<file path="config.mk">
export PLATFORM = sky130hd
export DESIGN_NAME = dyn_loop_cache
export DESIGN_NICKNAME = d
export VERILOG_FILES = /design/src/rtl/lc_pkg.sv /design/src/rtl/lc_sbb_detect.sv /design/src/rtl/lc_store.sv /design/src/rtl/lc_ctrl.sv /design/src/rtl/dyn_loop_cache.sv
export SDC_FILE = /design/constraint.sdc
export NUM_CORES = 2
export LEC_CHECK = 0
export BUFFER_PORTS_ARGS = -buffer_cell sky130_fd_sc_hd__buf_2
export CAP_MARGIN = 15
export CORE_MARGIN = 8
export CORE_UTILIZATION = 70
export CTS_BUF_LIST = sky130_fd_sc_hd__clkbuf_4 sky130_fd_sc_hd__clkbuf_8
export DETAILED_ROUTE_END_ITERATION = 10
export PLACE_DENSITY_LB_ADDON = 0.2
export SLEW_MARGIN = 5
export SYNTH_ARGS = -nofsm -noshare
export SYNTH_HDL_FRONTEND = slang
export SYNTH_HIERARCHICAL = 1
export SYNTH_SLANG_ARGS = --single-unit
</file>
<file path="constraint.sdc">
create_clock -name clk -period 13.2 [get_ports clk]
set_input_delay 1.32 -clock clk [delete_from_list [all_inputs] [get_ports clk]]
set_output_delay 1.32 -clock clk [all_outputs]
set_load 0.1 [all_outputs]
</file>
<file path="src/rtl/lc_pkg.sv">
package lc_pkg;
  typedef enum logic [1:0] {
    LC_IDLE  = 2'd0,
    LC_FILL  = 2'd1,
    LC_SERVE = 2'd2
  } lc_state_e;
endpackage

</file>
<file path="src/rtl/lc_sbb_detect.sv">
// Qualifies a fetched branch as a loop-closing short backward branch and
// derives the loop start address and last buffer index from its offset.
module lc_sbb_detect #(
  parameter int ADDR_W = 32,
  parameter int OFF_W  = 12,
  parameter int DEPTH  = 64,
  parameter int IDX_W  = $clog2(DEPTH)
) (
  input  logic              fetch_valid,
  input  logic [ADDR_W-1:0] fetch_addr,
  input  logic              br_taken,
  input  logic              sbb_flag,
  input  logic [OFF_W-1:0]  br_offset,
  output logic              hit,
  output logic [ADDR_W-1:0] tgt_addr,
  output logic [IDX_W-1:0]  span
);
  localparam logic [OFF_W-1:0] MAX_MAG = OFF_W'(DEPTH - 1);

  logic [OFF_W-1:0]  mag;
  logic              negative;
  logic              in_range;
  logic [ADDR_W-1:0] off_ext;

  always_comb begin
    negative = br_offset[OFF_W-1];
    mag      = OFF_W'(0) - br_offset;
    in_range = negative && (mag <= MAX_MAG);
    hit      = fetch_valid && br_taken && sbb_flag && in_range;
    off_ext  = {{(ADDR_W-OFF_W){br_offset[OFF_W-1]}}, br_offset};
    tgt_addr = fetch_addr + off_ext;
    span     = mag[IDX_W-1:0];
  end
endmodule

</file>
<file path="src/rtl/lc_store.sv">
// Tagless loop buffer storage: one write port, one combinational read port.
module lc_store #(
  parameter int DEPTH   = 64,
  parameter int INSTR_W = 32,
  parameter int IDX_W   = $clog2(DEPTH)
) (
  input  logic               clk,
  input  logic               wr_en,
  input  logic [IDX_W-1:0]   wr_idx,
  input  logic [INSTR_W-1:0] wr_data,
  input  logic [IDX_W-1:0]   rd_idx,
  output logic [INSTR_W-1:0] rd_data
);
  logic [INSTR_W-1:0] mem [DEPTH];

  always_ff @(posedge clk) begin
    if (wr_en) mem[wr_idx] <= wr_data;
  end

  assign rd_data = mem[rd_idx];
endmodule

</file>
<file path="src/rtl/lc_ctrl.sv">
// Loop buffer controller: idle / fill / serve state machine.
module lc_ctrl
  import lc_pkg::*;
#(
  parameter int ADDR_W = 32,
  parameter int DEPTH  = 64,
  parameter int IDX_W  = $clog2(DEPTH)
) (
  input  logic              clk,
  input  logic              rst_n,
  input  logic              fetch_valid,
  input  logic [ADDR_W-1:0] fetch_addr,
  input  logic              br_taken,
  input  logic              hit,
  input  logic [ADDR_W-1:0] tgt_addr,
  input  logic [IDX_W-1:0]  span,
  output lc_state_e         state,
  output logic [IDX_W-1:0]  idx,
  output logic [IDX_W-1:0]  last_idx,
  output logic              wr_en,
  output logic              sel
);
  lc_state_e         state_n;
  logic [IDX_W-1:0]  idx_n, last_n;
  logic [ADDR_W-1:0] start_addr, start_n;
  logic              addr_match, at_last, close_hit;

  always_comb begin
    addr_match = (fetch_addr == start_addr + ADDR_W'(idx));
    at_last    = (idx == last_idx);
    close_hit  = addr_match && at_last && br_taken;

    state_n = state;
    idx_n   = idx;
    last_n  = last_idx;
    start_n = start_addr;

    if (fetch_valid) begin
      if (state == LC_IDLE) begin
        if (hit) begin
          state_n = LC_FILL;
          idx_n   = '0;
          last_n  = span;
          start_n = tgt_addr;
        end
      end else if (close_hit) begin
        state_n = LC_SERVE;
        idx_n   = '0;
      end else if (hit) begin
        state_n = LC_FILL;
        idx_n   = '0;
        last_n  = span;
        start_n = tgt_addr;
      end else if (!addr_match || br_taken || at_last) begin
        state_n = LC_IDLE;
        idx_n   = '0;
      end else begin
        idx_n = idx + IDX_W'(1);
      end
    end

    wr_en = fetch_valid && (state == LC_FILL) && addr_match;
    sel   = fetch_valid && (state == LC_SERVE) && addr_match;
  end

  always_ff @(posedge clk) begin
    if (!rst_n) begin
      state      <= LC_IDLE;
      idx        <= '0;
      last_idx   <= '0;
      start_addr <= '0;
    end else begin
      state      <= state_n;
      idx        <= idx_n;
      last_idx   <= last_n;
      start_addr <= start_n;
    end
  end
endmodule

</file>
<file path="src/rtl/dyn_loop_cache.sv">
module dyn_loop_cache
  import lc_pkg::*;
#(
  parameter int ADDR_W  = 32,
  parameter int INSTR_W = 32,
  parameter int OFF_W   = 12,
  parameter int DEPTH   = 64
) (
  input  logic               clk,
  input  logic               rst_n,
  input  logic               fetch_valid,
  input  logic [ADDR_W-1:0]  fetch_addr,
  input  logic [INSTR_W-1:0] l1_instr,
  input  logic               br_taken,
  input  logic               sbb_flag,
  input  logic [OFF_W-1:0]   br_offset,
  output logic [INSTR_W-1:0] lc_instr,
  output logic               lc_sel
);
  localparam int IDX_W = (DEPTH > 1) ? $clog2(DEPTH) : 1;

  logic              sbb_hit;
  logic [ADDR_W-1:0] sbb_tgt;
  logic [IDX_W-1:0]  sbb_span;
  lc_state_e         ctl_state;
  logic [IDX_W-1:0]  ctl_idx, ctl_last;
  logic              ctl_wr, ctl_sel;
  logic [INSTR_W-1:0] rd_word;

  lc_sbb_detect #(.ADDR_W(ADDR_W), .OFF_W(OFF_W), .DEPTH(DEPTH), .IDX_W(IDX_W)) u_det (
    .fetch_valid(fetch_valid), .fetch_addr(fetch_addr), .br_taken(br_taken),
    .sbb_flag(sbb_flag), .br_offset(br_offset),
    .hit(sbb_hit), .tgt_addr(sbb_tgt), .span(sbb_span)
  );

  lc_ctrl #(.ADDR_W(ADDR_W), .DEPTH(DEPTH), .IDX_W(IDX_W)) u_ctrl (
    .clk(clk), .rst_n(rst_n), .fetch_valid(fetch_valid), .fetch_addr(fetch_addr),
    .br_taken(br_taken), .hit(sbb_hit), .tgt_addr(sbb_tgt), .span(sbb_span),
    .state(ctl_state), .idx(ctl_idx), .last_idx(ctl_last),
    .wr_en(ctl_wr), .sel(ctl_sel)
  );

  lc_store #(.DEPTH(DEPTH), .INSTR_W(INSTR_W), .IDX_W(IDX_W)) u_store (
    .clk(clk), .wr_en(ctl_wr), .wr_idx(ctl_idx), .wr_data(l1_instr),
    .rd_idx(ctl_idx), .rd_data(rd_word)
  );

  assign lc_sel   = ctl_sel;
  assign lc_instr = ctl_sel ? rd_word : '0;
endmodule

</file>
Word level (Yosys, flattened, before mapping)
Memory sizes are Yosys's and may differ from the RTL's. A register that Yosys moved wholly into a read port is not among the register bits.
Cells that the tools add are included.
Widths: inputs -> output; s select.
{"block": "totals", "ff_bits": 46, "ramBits": 2048, "in_bits": 81, "out_inout_bits": 33, "memories": 1}
{"block": "op_classes", "addsub": 4, "magnitude_cmp": 1, "eq_ne": 6, "muxes": 21, "n_reduce_logical": 18}
{"memory": "u_store.mem", "words": 64, "word_bits": 32, "read_ports": 1, "rd_clocked_by_memory_dff": 1, "wr": 1, "line": "lc_store.sv:14", "rtl": "logic [INSTR_W-1:0] mem [DEPTH];"}
{"cell": "$mux 32", "count": 4}
{"cell": "$mux 6", "count": 10}
{"cell": "$add 32x32->32", "count": 1}
{"cell": "$add 32x6->32", "count": 1}
{"cell": "$eq 32x32->1", "count": 1}
{"cell": "$le 12x6->1 const B", "count": 1}
{"cell": "$sub 1x12->12 const A", "count": 1}
{"cell": "$logic_and 1x1->1", "count": 10}
{"cell": "$mux 2", "count": 5}
{"cell": "$add 6x1->6 const B", "count": 1}
{"cell": "$eq 6x6->1", "count": 1}
{"cell": "$ne 2x2->1 const B", "count": 2}
{"cell": "$reduce_and 2->1", "count": 2}
{"cell": "$reduce_and 3->1", "count": 1}
{"cell": "$reduce_bool 3->1", "count": 1}
{"cell": "$eq 2x1->1 const B", "count": 1}
{"cell": "$eq 2x2->1 const B", "count": 1}
{"cell": "$logic_not 2->1", "count": 1}
{"cell": "$logic_or 1x1->1", "count": 2}
{"cell": "$mux 1", "count": 2}
{"cell": "$logic_not 1->1", "count": 1}

Logic depth before layout (Yosys ltp)
{"block": "logic_depth", "depth_word": 11, "ltp_mapped": 14}

By module
The synthesis kept the hierarchy.
{"module": "lc_store", "instances": 1, "cells_each": 3292, "area_each_um2": 77874.7, "seq_area_each_um2": 61499.0}
{"module": "lc_ctrl", "instances": 1, "cells_each": 426, "area_each_um2": 3457.1, "seq_area_each_um2": 920.9}
{"module": "lc_sbb_detect", "instances": 1, "cells_each": 252, "area_each_um2": 1788.0, "seq_area_each_um2": 0.0}
{"module": "dyn_loop_cache", "instances": 1, "cells_each": 35, "area_each_um2": 255.2, "seq_area_each_um2": 0.0}

Worst setup path before layout
No wires, ideal clock.
{"block": "synth_timing", "kind": "in2out", "from": "input fetch_addr[13]", "to": "output lc_instr[0]", "arrival_time_ns": 7.189, "t_required_ns": 11.880, "slack_ns": 4.691, "path_stages": 10, "n_path_buf": 1, "cell_sequence": "xnor2_1 > xnor2_1 > nand3_1 > a211oi_1 > o21ai_1 > or3_1 > or4b_1 > nor4_1 > clkbuf_2 > and2_2"}
{"block": "synth_via", "elab_chain_cells": 3}
{"item": "start: declaration", "line": "dyn_loop_cache.sv:12", "rtl": "input logic [ADDR_W-1:0] fetch_addr,"}
{"item": "$eq 32x32->1", "line": "lc_ctrl.sv:29", "rtl": "addr_match = (fetch_addr == start_addr + ADDR_W'(idx));"}
{"item": "$logic_and 1x1->1", "line": "lc_ctrl.sv:63", "rtl": "sel = fetch_valid && (state == LC_SERVE) && addr_match;"}
{"item": "named net lc_sel", "line": "dyn_loop_cache.sv:18", "rtl": "output logic lc_sel"}
{"item": "$mux 32", "line": "dyn_loop_cache.sv:49", "rtl": "assign lc_instr = ctl_sel ? rd_word : '0;"}
{"item": "end: declaration", "line": "dyn_loop_cache.sv:17", "rtl": "output logic [INSTR_W-1:0] lc_instr,"}
The timed path passes the listed nets, and every way through them passes these cells.

Final worst setup path
{"block": "layout_timing", "from": "register u_ctrl.idx[0]", "to": "output lc_instr[13]"}
{"block": "layout_via", "elab_chain_cells": 4}
{"item": "start: declaration", "line": "lc_ctrl.sv:18", "rtl": "output logic [IDX_W-1:0] idx,"}
{"item": "start signal: assignment", "line": "lc_ctrl.sv:74", "rtl": "idx <= idx_n;"}
{"item": "$add 32x6->32", "line": "lc_ctrl.sv:29"}
{"item": "$eq 32x32->1", "line": "lc_ctrl.sv:29"}
{"item": "$logic_and 1x1->1", "line": "lc_ctrl.sv:63"}
{"item": "$mux 32", "line": "dyn_loop_cache.sv:49"}
No other way between the ends.

==> impl_results.md <==
* HP Start: u_ctrl/start_addr[0]
* Input/output buffers at roughly 110
* Avg Inst Size Synth at about 21 sq um
* Top-count cell post-synth: edfxtp_1
* Critical path peak fanout at 47
* Final hold vios at 0
* Post-CTS setup buffer count at 0
* Total track usage at 0.3146
* First-pass GRT wire length at 295200 um
* CP max-delay cell: dfxtp_4
* Rows at 126
* Vias in the first global route at roughly 43000
* Core ar. at 118100 sq um
* Leak at 28.43 nW
* Initial core utilization at 0.7061
* Die width at 361.1 um
* CP Launch Type: register
* Clk buf depth at 4
* Dominant cell type by area after synthesis: edfxtp_1
* Synth area leaders: edfxtp_1 74%, mux4_2 15%, mux2i_1 1.6%
* Proportion of layout cells with a drive suffix above 1 at 0.2985
* Yosys warns at 6
* Initial antenna violation count at 11
* Grt total ovfl at 0
* Slew margin rel. at 0.08545
* Cells after synthesis at 4005
* Post-route cell area at 92430 sq um
* DP Area at 86070 sq um
* Primary FF master, synth: edfxtp_1
* Clock slew at reported path FFs at 0.06 ns
* CTS Hold Buffers Added at 0
* Htree depth at 5
* Synth top cells by count: 2048 x edfxtp_1, 544 x mux4_2, 165 x nor2_1, 148 x nand2_1, 134 x mux2i_1
* Via count at 43554
* Setup Skew at between 0.07 and 0.08 ns
* Hold endpoint: u_ctrl/start_addr[0]
* Post-route minimum period at ~8.4 ns
* Die Area at 130400 sq um
* Crit path launch: u_ctrl/idx[0]
* Largest net degree at the start of global routing at 90
* Clk Latency, worst-skew pair at 0.98 ns
* CP dominant cell by count: buf_4
* Outcome: complete, no violations
* #FFs+latches synth at about 2100
* Crit Reg-Reg Startpoint: u_ctrl/idx[1]
* Worst r2r path cells at 12
* Final HPWL DP at 118600 um
* Final setup fails at 0
* CTS Root Cell: clkbuf_8
* Nature of the critical path endpoint: output port
* Synth top area share at 0.7376
* Worst hold slack at between 0.4 and 0.5 ns
* Mapped Area at about 83000 sq um
* Syn Nets at about 4100
* Synth cell types at 87
* Clock sink count at approximately 2100
* I/O pin count at 114
* Post-synth EDFFs at 2048
* Clock buffer count from CTS at between 300 and 400
* Fin Setup TNS at 0 ns
* Area grow syn2layout at 10.86%
* Crit Path Category: register to output port
* Hold depth at 2
* Worst reg2reg setup slack at approximately 5.9 ns
* RR Endpoint: u_store/mem[25][22]
* Register area share after synthesis at 0.7487
* Pwr per Cell Area at 137.4 nW/um^2
* ANT nets after route at 0
* Worst hold path type: register to register
* DR pass1 iterations at 8
* Placed cells at 5523
* Via density per instance at 7.149
* CTS tree: built
* Fin cells at 6092
* Drt wl/cell at 34.30 um
* Routed Wire Length at 208900 um
* Delay of the slowest cell on the worst path at ~0.86 ns
* Max-cap violation count at 0
* CTS resizes at 0
* Worst Max-Slew Pin Slew at 1.368 ns
* Layout Nets at 4457
* Ys async rst share at 0
* Final critical-path share of the clock period at 0.6379
* Peak VDD IR at 112.9 uV
* RSZ-0062 raised after global routing: false
* Starting DRT DRC Count at about 6700
* Fin. max-slew vios at 0
* RD Place Congestion at 0.9093
* Residual DRC at 0
* CP arrival at 7.10 ns
* Die Y at roughly 360 um
* CP Cell Sequence: buf_4 -> buf_4 -> buf_4 -> mux4_2 -> mux4_2 -> o22ai_1 -> nor2_1 -> and2_2 -> buf_2
* Max Clock Freq at 118.8 MHz
* Worst EP required at between 10 and 15 ns
-- metrics by stage --
stage	setup WS (ns)	util	power, mW
after floorplan	4.691	-	7.529
after global placement	5.913	0.7277	7.685
after detailed placement	5.915	0.7289	7.695
after CTS	4.808	0.7798	12.74
after global routing	4.408	0.7827	13.03
final	4.779	0.7828	12.70
-- sequential cells by signal, indices dropped and copies added, names as in the netlist --
signal	flops
u_ctrl/state	2
u_ctrl/last_idx	6
u_ctrl/idx	6
u_store/mem	2048
u_ctrl/start_addr	32
-- layout make-up --
| class | instances | area (sq um) |
|---|---|---|
| multi-input combinational | 1690 | 20400 |
| clock buffer | 447 | 5483 |
| timing repair buffer | 208 | 1609 |
| antenna | 6 | 15.01 |
| sequential | 2094 | 62440 |
| tap | 1536 | 1922 |
| inverter | 10 | 37.54 |
| clock inverter | 101 | 530.5 |
| fill | 5770 | 25650 |
-- kinds of logic (layout without fill, tap and decap cells) --
family,count (synthesis),after routing,synth area share
AO/OA/AOI/OAI,355,355,0.02869
XOR/XNOR,80,80,0.008404
adder cells (fa/ha/maj),41,41,0.006333
buffers and inverters,221,766,0.01277
flip-flops,2094,2094,0.7487
multiplexers,678,678,0.1630
other,0,6,0
AND/OR/NAND/NOR,536,536,0.03210
-- per-layer routing --
metal / routed length, um / up-vias / track usage
met2: 100700 / 3187 / 0.4930
met5: 0 / - / 0
met1: 72000 / 22388 / 0.4263
met3: 25760 / 534 / 0.08135
li1: - / 17445 / -
met4: 10430 / 0 / 0.1384
-- where the power goes --
group	internal [mW]	leakage, nW	switching, mW	total [mW]
Combinational	0.0639	6.46	0.203	0.267
Sequential	7.29	18.8	0.000132	7.29
Clock	2.75	3.20	2.39	5.14
-- worst max path at each step --
stage                        end  slack (ns)  cells after the start
finish              lc_instr[13]        4.78                      9
global placement    lc_instr[30]        5.91                      9
global route         lc_instr[9]        4.41                      9
floorplan            lc_instr[0]        4.69                     10
CTS                 lc_instr[30]        4.81                      9
detailed placement  lc_instr[30]        5.92                      9
-- worst max-delay path: cells and delay by family, from the launching register on --
kind                   cells  cell delay (ns)
flip-flops                 1             0.86
AND/OR/NAND/NOR            2             0.55
multiplexers               2             1.17
AO/OA/AOI/OAI              1             0.78
buffers and inverters      4             2.62
-- layout by cell type (no fill, tap or decap), drive strengths merged, types with 5 or more instances in the layout --
cell type / synthesis / layout
a311oi: 10 / 10
a21oi: 102 / 102
o221ai: 28 / 28
nand3b: 10 / 10
a22oi: 13 / 13
nand4: 20 / 20
nand2b: 14 / 14
mux4: 544 / 544
buf: 118 / 208
a21o: 25 / 25
nand2: 148 / 148
diode: 0 / 6
clkinv: 0 / 93
a41oi: 5 / 5
or3b: 5 / 5
o21bai: 5 / 5
edfxtp: 2048 / 2048
or3: 10 / 10
ha: 39 / 39
nor4: 11 / 11
o21ai: 18 / 18
xnor2: 49 / 49
inv: 10 / 12
nor3: 27 / 27
nor2b: 21 / 21
mux2i: 134 / 134
and3: 17 / 17
nor2: 166 / 166
clkbuf: 93 / 447
or2: 5 / 5
a31oi: 7 / 7
nand3: 27 / 27
and2: 39 / 39
o21a: 8 / 8
o22ai: 85 / 85
nand4b: 5 / 5
a211oi: 8 / 8
xor2: 31 / 31
dfxtp: 46 / 46
Power figures use the tool's default switching activity.
